===== src/rtl/rbu_pkg.sv =====
package rbu_pkg;
  localparam int unsigned PC_W  = 16;
  localparam int unsigned OFF_W = 8;
  localparam int unsigned SEL_W = 2;

  typedef enum logic [SEL_W-1:0] {
    SEL_NEG = 2'b00,
    SEL_OVF = 2'b01,
    SEL_CRY = 2'b10,
    SEL_ZER = 2'b11
  } cond_sel_e;

  typedef struct packed {
    logic neg;
    logic ovf;
    logic cry;
    logic zer;
  } status_t;
endpackage


===== src/rtl/rbu_rst_sync.sv =====
module rbu_rst_sync #(
  parameter int unsigned STAGES = 2
) (
  input  logic clk,
  input  logic rst_n,
  output logic rst_sync_n
);
  logic [STAGES-1:0] chain_q;
  logic [STAGES-1:0] chain_d;

  always_comb begin
    chain_d = {chain_q[STAGES-2:0], 1'b1};
  end

  always_ff @(posedge clk or negedge rst_n) begin
    if (!rst_n) chain_q <= '0;
    else        chain_q <= chain_d;
  end

  assign rst_sync_n = chain_q[STAGES-1];
endmodule


===== src/rtl/rbu_cond_eval.sv =====
module rbu_cond_eval
  import rbu_pkg::*;
(
  input  status_t          flags,
  input  logic [SEL_W-1:0] sel,
  input  logic             cmp,
  output logic             cond_ok
);
  logic picked;

  always_comb begin
    unique case (cond_sel_e'(sel))
      SEL_NEG: picked = flags.neg;
      SEL_OVF: picked = flags.ovf;
      SEL_CRY: picked = flags.cry;
      SEL_ZER: picked = flags.zer;
      default: picked = 1'b0;
    endcase
    cond_ok = ~(picked ^ cmp);
  end
endmodule


===== src/rtl/rbu_disp_gate.sv =====
module rbu_disp_gate #(
  parameter int unsigned IN_W  = 8,
  parameter int unsigned OUT_W = 16
) (
  input  logic [IN_W-1:0]  disp,
  input  logic             keep,
  output logic [OUT_W-1:0] ext
);
  localparam int unsigned PAD_W = OUT_W - IN_W;
  logic [IN_W-1:0] masked;

  always_comb begin
    masked = disp & {IN_W{keep}};
  end

  generate
    if (PAD_W > 0) begin : g_pad
      assign ext = {{PAD_W{masked[IN_W-1]}}, masked};
    end else begin : g_nopad
      assign ext = masked[OUT_W-1:0];
    end
  endgenerate
endmodule


===== src/rtl/rbu_adder.sv =====
module rbu_adder #(
  parameter int unsigned W = 16
) (
  input  logic [W-1:0] a,
  input  logic [W-1:0] b,
  output logic [W-1:0] sum
);
  always_comb begin
    sum = a + b;
  end
endmodule


===== src/rtl/rel_branch_unit.sv =====
module rel_branch_unit
  import rbu_pkg::*;
(
  input  logic             clk,
  input  logic             rst_n,
  input  logic [SEL_W-1:0] cond_sel,
  input  logic             cond_val,
  input  logic             flag_n,
  input  logic             flag_v,
  input  logic             flag_c,
  input  logic             flag_z,
  input  logic [OFF_W-1:0] disp,
  input  logic [PC_W-1:0]  pc_in,
  input  logic             load_en,
  output logic [PC_W-1:0]  pc_out,
  output logic             taken
);
  logic            rst_q_n;
  status_t         flags;
  logic            cond_ok;
  logic [PC_W-1:0] disp_ext;
  logic [PC_W-1:0] pc_sum;
  logic [PC_W-1:0] pc_d;
  logic [PC_W-1:0] pc_q;

  rbu_rst_sync #(.STAGES(2)) u_rst (
    .clk(clk), .rst_n(rst_n), .rst_sync_n(rst_q_n)
  );

  always_comb begin
    flags.neg = flag_n;
    flags.ovf = flag_v;
    flags.cry = flag_c;
    flags.zer = flag_z;
  end

  rbu_cond_eval u_cond (
    .flags(flags), .sel(cond_sel), .cmp(cond_val), .cond_ok(cond_ok)
  );

  rbu_disp_gate #(.IN_W(OFF_W), .OUT_W(PC_W)) u_gate (
    .disp(disp), .keep(cond_ok), .ext(disp_ext)
  );

  rbu_adder #(.W(PC_W)) u_add (
    .a(pc_in), .b(disp_ext), .sum(pc_sum)
  );

  always_comb begin
    pc_d = load_en ? pc_sum : pc_q;
  end

  always_ff @(posedge clk or negedge rst_q_n) begin
    if (!rst_q_n) pc_q <= '0;
    else          pc_q <= pc_d;
  end

  assign pc_out = pc_q;
  assign taken  = load_en & cond_ok;
endmodule


===== config.mk =====
export PLATFORM = sky130hd
export DESIGN_NAME = rel_branch_unit
export DESIGN_NICKNAME = d
export VERILOG_FILES = /design/src/rtl/rbu_pkg.sv /design/src/rtl/rbu_rst_sync.sv /design/src/rtl/rbu_cond_eval.sv /design/src/rtl/rbu_disp_gate.sv /design/src/rtl/rbu_adder.sv /design/src/rtl/rel_branch_unit.sv
export SDC_FILE = /design/constraint.sdc
export NUM_CORES = 1
export LEC_CHECK = 0
export BUFFER_PORTS_ARGS = -buffer_cell sky130_fd_sc_hd__buf_2
export CORE_MARGIN = 2
export CORE_UTILIZATION = 50
export DETAILED_ROUTE_END_ITERATION = 10
export MAX_ROUTING_LAYER = met4
export PLACE_DENSITY = 0.81
export SYNTH_ARGS = -nofsm -noshare
export SYNTH_HDL_FRONTEND = slang
export SYNTH_SLANG_ARGS = --single-unit
export TNS_END_PERCENT = 30

===== constraint.sdc =====
create_clock -name clk -period 1.9 [get_ports clk]
set_clock_uncertainty 0.1 [all_clocks]
set_input_delay 0.285 -clock clk [delete_from_list [all_inputs] [get_ports clk]]
set_output_delay 0.285 -clock clk [all_outputs]
set_load 0.05 [all_outputs]

Yosys cells after proc, flatten, opt, wreduce, memory -nomap -nowiden. Cells that the tools add are included.

Word-level logic and storage cells: 12. Register bits after elaboration: 18. Output and inout bits: 17. Bits of input ports: 34.

Add/subtract/negate cells: 1. Reductions and logical operators: 1. Muxes and demuxes: 1. Equal/unequal tests: 3. Bitwise operators: 4.

Operators by type and width (count): adder 16 bit (1); bitwise AND 8 bit (1); == test 2 bit (second input constant) (2); case mux 1 bit (4 select lines) (1); == test 2 x 1 -> 1 bit (second input constant) (1); logical NOT 2 bit (1); bitwise AND 1 bit (1); inverter 1 bit (1); XOR 1 bit (1).

Longest topological paths before layout. Gate-level depths: netlist of run 1.

Depth after elaboration: 6. Gate-level depth with buffers: 11.

Cells and area by module. A second synthesis of run 1 with hierarchy kept.

Cell total of the unflattened synthesis: 154. Area total of the unflattened synthesis: 1572.8 um^2.

By module, submodules not included: rbu_adder (cells an instance 98, seq. area each 0.0 um^2, instances 1, area each 724.4 um^2); rel_branch_unit (cells an instance 35, seq. area each 400.4 um^2, instances 1, area each 653.1 um^2); rbu_disp_gate (cells an instance 16, seq. area each 0.0 um^2, instances 1, area each 110.1 um^2); rbu_rst_sync (cells an instance 3, seq. area each 50.0 um^2, instances 1, area each 53.8 um^2); rbu_cond_eval (cells an instance 2, seq. area each 0.0 um^2, instances 1, area each 31.3 um^2).

Worst setup path after synthesis of run 1. OpenSTA, ideal clock, no wires.

Path type: in2reg. Start point: input cond_sel[1]. End point: register pc_q[8] (netlist: pc_out[8]). Library setup time: 0.129 ns. Slack: -1.493 ns. Cell stages on the path: 11. Arrival: 3.164 ns. Path buffers: 1. Path through: mux4_2 xnor2_4 clkbuf_2 and2_1 ha_1 fa_1 a211oi_1 o21ai_1 a21oi_1 mux2i_1 a2111o_1.

Cells in the longest elaborated chain, start to end: 6. Elaborated cells between the ends (all ways): 9. Those cells by class: 1 x add/sub; 3 x eq/ne; 1 x mux; 3 x bitwise; 1 x reduce/logical.

Ends and longest elaborated chain: from (decl) (RTL line rel_branch_unit.sv:6) `input logic [SEL_W-1:0] cond_sel,`; == test 2 bit, or another cell as far along (RTL line rbu_cond_eval.sv:12) `unique case (cond_sel_e'(sel))`; case mux 1 bit (4 select lines) (*) (RTL line rbu_cond_eval.sv:12); XOR 1 bit (*) (RTL line rbu_cond_eval.sv:19) `cond_ok = ~(picked ^ cmp);`; inverter 1 bit (*) (RTL line rbu_cond_eval.sv:19); bitwise AND 8 bit (*) (RTL line rbu_disp_gate.sv:13) `masked = disp & {IN_W{keep}};`; adder 16 bit (*) (RTL line rbu_adder.sv:9) `sum = a + b;`; to (signal assigned) (RTL line rel_branch_unit.sv:55) `else pc_q <= pc_d;`; to (decl) (RTL line rel_branch_unit.sv:24) `logic [PC_W-1:0] pc_q;`.

Every way passes the cells marked *; elsewhere a longest branch is shown, timed or not. A chain may end at the register's enable or synchronous reset.

Final worst setup path of run 1. Ends and elaborated chain as after synthesis.

==> impl_metrics.json, run 1 <==
{
  "synth-warning-count": 0,
  "port_buffers": 50,
  "report.final.setup_viol": 16,
  "static-leakage-power_nw": 1.11,
  "coreArea_um2": 2980,
  "die_width_um": 59.3,
  "timing.slew.headroom": 0.481,
  "cp.depth": 11,
  "commonest_cells_in_the_synthesized_netlist": "18 x dfrtp_1, 16 x nand2_1, 13 x a21oi_1, 12 x nand4_1, 11 x and2_1",
  "synth_top_area_cell": "dfrtp_1",
  "route.detailed.drc": 0,
  "worst_path_max_delay_cell": "mux4_2",
  "final_layout_size_suffix_gt1_frac": 0.506,
  "synth_top_cells_by_area": "dfrtp_1 29%, ha_1 5.7%, nand4_1 4.9%, and2_1 4.5%, a21oi_1 4.3%",
  "timing.reg2reg.worst_path_depth": 1,
  "maximum_number_of_pins_on_one_net_before_global_route_repair": 22,
  "cts.clk_slew.worst_paths_ps": 120,
  "grt_overflow_total": 0,
  "worstSetupPathType": "in2reg",
  "cts_tree": "done",
  "cts_num_sinks": 18,
  "number_of_diodes": 0,
  "die_h_um": 59.3,
  "vias": 1880,
  "top_level_ports": 51,
  "cp.arrival_ps": 2890,
  "post_detailed_placement_half_perimeter_wirelength_um": 3380,
  "status": "finished with violations",
  "asyncSetResetFlopFracSynth": 1.00,
  "power.density_cell_area_nw_per_um2": 764,
  "number_of_global_route_vias_before_repair": 1783,
  "min-delay-path-class": "in2async",
  "period_needed_ps": 2790,
  "multi_input_gate_area_um2": 1190,
  "required_ps": 2000,
  "start_kind": "input port",
  "timing.critical_path.buf_inv": 2,
  "synth_enable_flop_cells": 0,
  "synth_unique_cells": 45,
  "timing.fmax_mhz": 358,
  "maxSlewViolCount": 0,
  "clock_latency_ps": 300,
  "grt_use_total": 0.303,
  "firstDrtPassIters": 4,
  "cts_inserted_buffers": 3,
  "hold_viol_final": 0,
  "syn_nets": 214,
  "cp_top_family": "compound AO/OA/AOI/OAI gates",
  "core.rowCount": 20,
  "worst_slew_pin_slew_ps": 779,
  "dr.first_iter.drc_count": 144,
  "final-seq-area_um2": 450,
  "critical_path.max_fanout": 8,
  "filler_cell_count": 202,
  "ys_dominant_reg_cell": "dfrtp_1",
  "place_congestion": 0.984,
  "rsz_0062_raised_after_global_routing": "yes",
  "global_route_wire_length_before_repair_um": 7780,
  "layout-area-overhead-vs-synth_pct": 52.6,
  "placedInstanceArea_um2": 2080,
  "antenna_left": 0,
  "design.die.area_um2": 3520,
  "synth.most_common_cell": "dfrtp_1",
  "critical-path-max-stage-delay_ps": 550,
  "syn_area_um2": 1530,
  "post-layout-total-power_mw": 1.78,
  "highest_ir_drop_seen_on_vdd_mv": 0.391,
  "postRouteWirelength_um": 5260,
  "violated_checks": "setup timing",
  "nNetsFinal": 306,
  "cap_viol_max_count": 0,
  "synthesis.instances": 172,
  "path_cells": "buf_6 > mux4_2 > xnor2_4 > and2_4 > buf_4 > fa_2 > a211oi_2 > o21ai_2 > a21oi_2 > mux2i_1 > a2111o_1",
  "ys_seq_area_frac": 0.294,
  "synth.ff_latch_count": 18,
  "root_driver": "clkbuf_4",
  "finish.instance_area_um2": 2330,
  "antenna_violations_before_repair": 0,
  "start_util": 0.514,
  "clk_path_buf_depth": 2,
  "timing.final.ws_setup_ps": -893,
  "worst_setup_path_end_kind": "register",
  "layout_worst_path_cycle_share": 1.47,
  "wire_per_inst_um": 17.8,
  "synthDominantCellAreaShare": 0.294,
  "clock_tree.htree_level_count": 1,
  "via_per_inst": 6.35,
  "syn_area_per_cell_um2": 8.90
}
==> per-stage QoR <==
step	TNS [ps]	setup slack (ps)	hold WS (ps)	utilization	instances
global route	-12240	-1020	180	0.784	296
CTS	-9850	-850	179	0.759	294
finish	-10790	-893	173	0.784	296
global placement	-15300	-1200	-30.0	0.697	281
floorplan	-14150	-1190	-111	-	172
detailed placement	-16410	-1300	-25.3	0.697	281
==> final timing paths <==
check,from,end,slack (ps)
worst min register to register,u_rst.chain_q[1],pc_out[8],230
max in group asynchronous,u_rst.chain_q[1],pc_out[4],990
worst max-delay path,cond_sel[1],pc_out[8],-890
min in group clk,pc_in[15],pc_out[15],200
worst min-delay path,rst_n,u_rst.chain_q[1],170
worst max register to register,pc_out[8],pc_out[8],870
==> timing repair <==
item,CTS,global route
hold endpoints to repair,2,0
pin swaps,13,21
setup buffers,8,2
hold buffers,1,0
gates resized for setup,17,15
setup endpoints to repair,16,16
==> where the power goes <==
group          internal, mW  switching (mW)
Combinational         0.407           0.624
Clock                 0.117           0.140
Sequential            0.451          0.0440
==> sequential cells by signal, indices dropped and copies added, names as in the netlist <==
name	cells
pc_out	16
u_rst.chain_q	2
==> cell type report <==
| type | instances | area share |
|---|---|---|
| multi-input combinational | 144 | 0.509 |
| timing repair buffer | 95 | 0.262 |
| sequential | 18 | 0.193 |
| tap | 33 | 0.0177 |
| clock buffer | 4 | 0.0155 |
| inverter | 2 | 0.00322 |
==> routing by layer <==
| metal | vias to the layer above | global-route usage | routed length [um] |
|---|---|---|---|
| li1 | 849 | - | - |
| met1 | 903 | 0.346 | 2040 |
| met2 | 115 | 0.505 | 2680 |
| met3 | 13 | 0.0568 | 439 |
| met4 | 0 | 0.146 | 99 |
| met5 | - | - | 0 |
==> layout by cell type, fill, tap and decap left out, types with 5 or more instances in the layout <==
cell type  synthesis  routed
a21oi_1           13       9
and2_1            11       5
and2_4             0       6
buf_2              0      48
buf_4              0      42
dfrtp_1           18      18
nand2_1           16      16
nand3_1            9       8
nand4_1           12      12
nor2_1            10       9
==> cells by family after synthesis <==
group | share of synthesized area
and+or+nand+nor | 0.267
AOI/OAI and AO/OA | 0.222
DFF | 0.294
muxes | 0.0777
buffers and inverters | 0.0253
adders and majority gates | 0.0703
xor gates and xnor gates | 0.0409
other | 0.00245
Note: power is estimated with default switching activity, not from simulation.
==> run 2: changes to the inputs <==
==> constraint.sdc (replaced) <==
create_clock -name clk -period 1.9 [get_ports clk]
set_clock_uncertainty 0.1 [all_clocks]
set_input_delay 0.285 -clock clk [delete_from_list [all_inputs] [get_ports clk]]
set_output_delay 0.285 -clock clk [all_outputs]
set_load 0.01 [all_outputs]
==> impl_metrics.json, run 2 (same netlist as run 1, synthesis figures left out) <==
{
  "status": "finished with violations",
  "violated_checks": "setup timing",
  "period_needed_ps": 2730,
  "coreArea_um2": 2980,
  "vias": 1796,
  "start_util": 0.514,
  "cp.arrival_ps": 2830,
  "worstSetupPathType": "in2reg",
  "timing.final.ws_setup_ps": -828,
  "final_common_cell": "buf_2",
  "hold_viol_final": 0,
  "global_route_wire_length_before_repair_um": 7220,
  "required_ps": 2000,
  "worst_slew_pin_slew_ps": 716,
  "grt_overflow_total": 0,
  "cts_tree": "done",
  "worst_setup_path_end_kind": "register",
  "post-route-util": 0.779,
  "number_of_diodes": 0,
  "cap_viol_max_count": 0,
  "static-leakage-power_nw": 1.08,
  "clkPwrFrac": 0.161,
  "final_layout_size_suffix_gt1_frac": 0.494,
  "die_h_um": 59.3,
  "dr.first_iter.drc_count": 109,
  "fin_cells": 290,
  "start_kind": "input port",
  "post_detailed_placement_half_perimeter_wirelength_um": 3200,
  "most-common-layout-cells": "49 x buf_2, 35 x buf_4, 18 x dfrtp_1",
  "layout-area-overhead-vs-synth_pct": 51.6,
  "report.final.setup_viol": 16,
  "p_int_mw": 0.975,
  "critical_path.max_fanout": 7,
  "port_buffers": 50,
  "largest_reg_flops": 16,
  "postRouteWirelength_um": 4630,
  "number_of_global_route_vias_before_repair": 1654,
  "clock_latency_ps": 310,
  "clock_tree.htree_level_count": 1,
  "via_per_inst": 6.19,
  "dpl.cell_count": 278,
  "timing.fmax_mhz": 367,
  "root_driver": "clkbuf_4",
  "route.detailed.drc": 0,
  "final.hold.worst_slack_ps": 171,
  "power.density_cell_area_nw_per_um2": 664,
  "cts.clk_slew.worst_paths_ps": 110,
  "timing.reg2reg.worst_path_depth": 1,
  "core.rowCount": 20,
  "clk_path_buf_depth": 2,
  "timing.slew.headroom": 0.523,
  "maximum_number_of_pins_on_one_net_before_global_route_repair": 22,
  "grt_util_met1": 0.338,
  "layout_worst_path_cycle_share": 1.44,
  "place_congestion": 0.936,
  "grt_use_total": 0.279,
  "net-switching-power_mw": 0.565,
  "groute.layer.met3.usage": 0.0328,
  "swShare": 0.367,
  "firstDrtPassIters": 4,
  "highest_ir_drop_seen_on_vdd_mv": 0.413,
  "antenna_left": 0,
  "seqPwrFrac": 0.320,
  "design.die.area_um2": 3520,
  "cts_num_sinks": 18,
  "die_width_um": 59.3,
  "nNetsFinal": 300,
  "antenna_violations_before_repair": 0,
  "maxSlewViolCount": 0,
  "min-delay-path-class": "in2async",
  "power_frac_comb": 0.519,
  "grtUsageMet2": 0.462,
  "grt_busiest_layer": "met2",
  "wire_per_inst_um": 15.9,
  "timing.setup.tns_ps": -9420,
  "cts_inserted_buffers": 3,
  "top_level_ports": 51,
  "rsz_0062_raised_after_global_routing": "yes"
}
-- run 2: cell count changes in the layout (fill, tap and decap cells not counted), moves of 2 or more --
cell,before,now
a211oi_2,3,1
ha_1,4,1
o21ai_1,2,0
buf_4,42,35
ha_4,3,5
-- run 2: final timing paths --
| kind | start | slack, ps | end |
|---|---|---|---|
| worst max-delay path | flag_z | -830 | pc_out[6] |
| worst min-delay path | rst_n | 170 | u_rst.chain_q[0] |
| worst max register to register | pc_out[8] | 900 | pc_out[8] |
| worst min register to register | u_rst.chain_q[1] | 200 | pc_out[7] |
| max in group asynchronous | u_rst.chain_q[1] | 1040 | pc_out[11] |
| min in group clk | pc_in[15] | 200 | pc_out[15] |
-- run 2: layout make-up --
class	instances	area [um2]
Multi-Input combinational cell	144	1220
Fill cell	206	658
Timing Repair Buffer	89	563
Sequential cell	18	450
Tap cell	33	41.3
Clock buffer	4	36.3
Inverter	2	7.51
-- run 2: timing repair --
item,CTS,global route
setup buffers,2,5
resized for setup,17,15
hold buffers,1,0
cloned,0,0
hold endpoints to repair,2,0
setup endpoints to repair,16,16
pin swaps,14,12
-- run 2: worst max-delay path: stages --
cell and delay (ps):
buf_2 90, mux4_2 530, xnor2_4 190, and2_4 200, buf_6 110, fa_2 380, a211oi_4 300, buf_4 190
o21bai_4 70, a21oi_2 150, xnor2_1 80, mux2_2 260
-- run 2: routing by layer --
| layer | routed length [um] | part of all wire |
|---|---|---|
| met5 | 0 | 0 |
| met4 | 94 | 0.020 |
| met3 | 267 | 0.058 |
| met2 | 2340 | 0.51 |
| met1 | 1920 | 0.42 |
-- run 2: metrics by stage --
step                      power [mW]  instance area, um2  worst slack, ps
after global routing            1.63                2320             -945
after floorplan                0.863                1570            -1190
final                           1.54                2320             -828
after CTS                       1.45                2200             -837
after global placement          1.13                2050            -1190
after detailed placement        1.15                2050            -1270
-- run 2: power by group through the flow --
stage / clock (mW) / sequential [mW] / combinational [mW]
after floorplan: 0 / 0.530 / 0.332
after global placement: 0 / 0.498 / 0.633
after detailed placement: 0 / 0.502 / 0.645
after CTS: 0.254 / 0.495 / 0.697
after global routing: 0.268 / 0.503 / 0.862
final: 0.248 / 0.493 / 0.800
==> run 3: changes to the inputs <==
Settings changed: RECOVER_POWER from default to 50.
==> impl_metrics.json, run 3 (same netlist as run 1, synthesis figures left out) <==
{
  "postRouteWirelength_um": 4620,
  "timing.fmax_mhz": 367,
  "static-leakage-power_nw": 1.08,
  "post_detailed_placement_half_perimeter_wirelength_um": 3200,
  "grt_overflow_total": 0,
  "timing.slew.headroom": 0.523,
  "clock_tree.htree_level_count": 1,
  "cap_viol_max_count": 0,
  "clk_path_buf_depth": 2,
  "design.die.area_um2": 3520,
  "top_level_ports": 51,
  "antenna_violations_before_repair": 0,
  "final_layout_size_suffix_gt1_frac": 0.490,
  "timing.final.ws_setup_ps": -828,
  "global_route_wire_length_before_repair_um": 7220,
  "maximum_number_of_pins_on_one_net_before_global_route_repair": 22,
  "final_common_cell": "buf_2",
  "rsz_0062_raised_after_global_routing": "yes",
  "cts_inserted_buffers": 3,
  "antenna_left": 0,
  "hold_viol_final": 0,
  "power.density_cell_area_nw_per_um2": 664,
  "layout-area-overhead-vs-synth_pct": 51.5,
  "detailedPlace.worstSlack_ps": -1270,
  "required_ps": 2000,
  "coreArea_um2": 2980,
  "vias": 1796,
  "status": "finished with violations",
  "critical_path.max_fanout": 7,
  "cts_num_sinks": 18,
  "start_kind": "input port",
  "via_per_inst": 6.19,
  "worst_slew_pin_slew_ps": 716,
  "highest_ir_drop_seen_on_vdd_mv": 0.413,
  "dr.first_iter.drc_count": 109,
  "violated_checks": "setup timing",
  "largest_reg_flops": 16,
  "min-delay-path-class": "in2async",
  "report.final.setup_viol": 16,
  "number_of_diodes": 0,
  "place_congestion": 0.936,
  "period_needed_ps": 2730,
  "grt_use_total": 0.279,
  "clock_latency_ps": 310,
  "start_util": 0.514,
  "nNetsFinal": 300,
  "maxSlewViolCount": 0,
  "root_driver": "clkbuf_4",
  "number_of_global_route_vias_before_repair": 1654,
  "firstDrtPassIters": 4,
  "cp.arrival_ps": 2830,
  "die_width_um": 59.3,
  "worstSetupPathType": "in2reg",
  "most-common-layout-cells": "48 x buf_2, 35 x buf_4, 18 x dfrtp_1",
  "die_h_um": 59.3,
  "route.detailed.drc": 0,
  "worst_setup_path_end_kind": "register",
  "port_buffers": 50,
  "layout_worst_path_cycle_share": 1.44,
  "cts_tree": "done",
  "wire_per_inst_um": 15.9,
  "core.rowCount": 20,
  "post-route-util": 0.779,
  "cts.clk_slew.worst_paths_ps": 110,
  "post-layout-total-power_mw": 1.54
}
==> run 3: cell types whose count changed in the layout (fill, tap and decap cells not counted), sizes merged <==
cell    change
buf         -1
clkbuf      +1
==> run 3: final timing paths <==
path | start | to | slack (ps) | cells after the start
setup / recovery | flag_z | pc_out[6] | -830 | 12
hold / removal | rst_n | u_rst.chain_q[0] | 170 | 2
setup reg to reg | pc_out[8] | pc_out[8] | 900 | 1
hold reg to reg | u_rst.chain_q[1] | pc_out[7] | 200 | 0
max in group asynchronous | u_rst.chain_q[1] | pc_out[11] | 1040 | 0
min in group clk | pc_in[15] | pc_out[15] | 200 | 4
==> run 3: what timing repair did <==
action / CTS / global route
endpoints found under the setup margin: 16 / 16
pin swaps: 14 / 12
hold endpoints to repair: 2 / 0
hold buffers: 1 / 0
buffers inserted: 2 / 5
gates resized for setup: 17 / 15
==> run 3: final cells by class <==
class / count / area [um2]
multi-input cells: 144 / 1220
fillers: 207 / 659
repair buffers: 89 / 562
flip-flops and latches: 18 / 450
well taps: 33 / 41.3
clock buffers: 4 / 36.3
inverters: 2 / 7.51
==> run 3: per-layer routing <==
layer / track usage / up-vias / part of all wire
met5: - / - / 0
met2: 0.462 / 87 / 0.51
met3: 0.0328 / 13 / 0.058
li1: - / 841 / -
met4: 0.130 / 0 / 0.020
met1: 0.338 / 855 / 0.42
==> run 3: per-stage QoR <==
stage          setup TNS [ps]  hold slack, ps  cells  cell area, um2
6_report                -9420             173    290            2320
3_3_place_gp           -15240           -29.8    278            2050
3_5_place_dp           -16070           -26.7    278            2050
5_1_grt                -10950             173    290            2320
2_1_floorplan          -13930            -111    172            1570
4_1_cts                 -9340             175    285            2200
==> run 3: where the power goes <==
| part | leakage [nW] | switching, mW | internal (mW) |
|---|---|---|---|
| registers | 0.215 | 0.0411 | 0.451 |
| clock network | 0.0210 | 0.131 | 0.117 |
| logic | 0.845 | 0.393 | 0.407 |
| total | 1.08 | 0.565 | 0.975 |
==> run 3: critical path, stage by stage <==
cell,delay (ps)
buf_2,90
mux4_2,530
xnor2_4,190
and2_4,200
buf_6,110
fa_2,380
a211oi_4,300
buf_4,190
o21bai_4,70
a21oi_2,150
xnor2_1,80
mux2_2,260
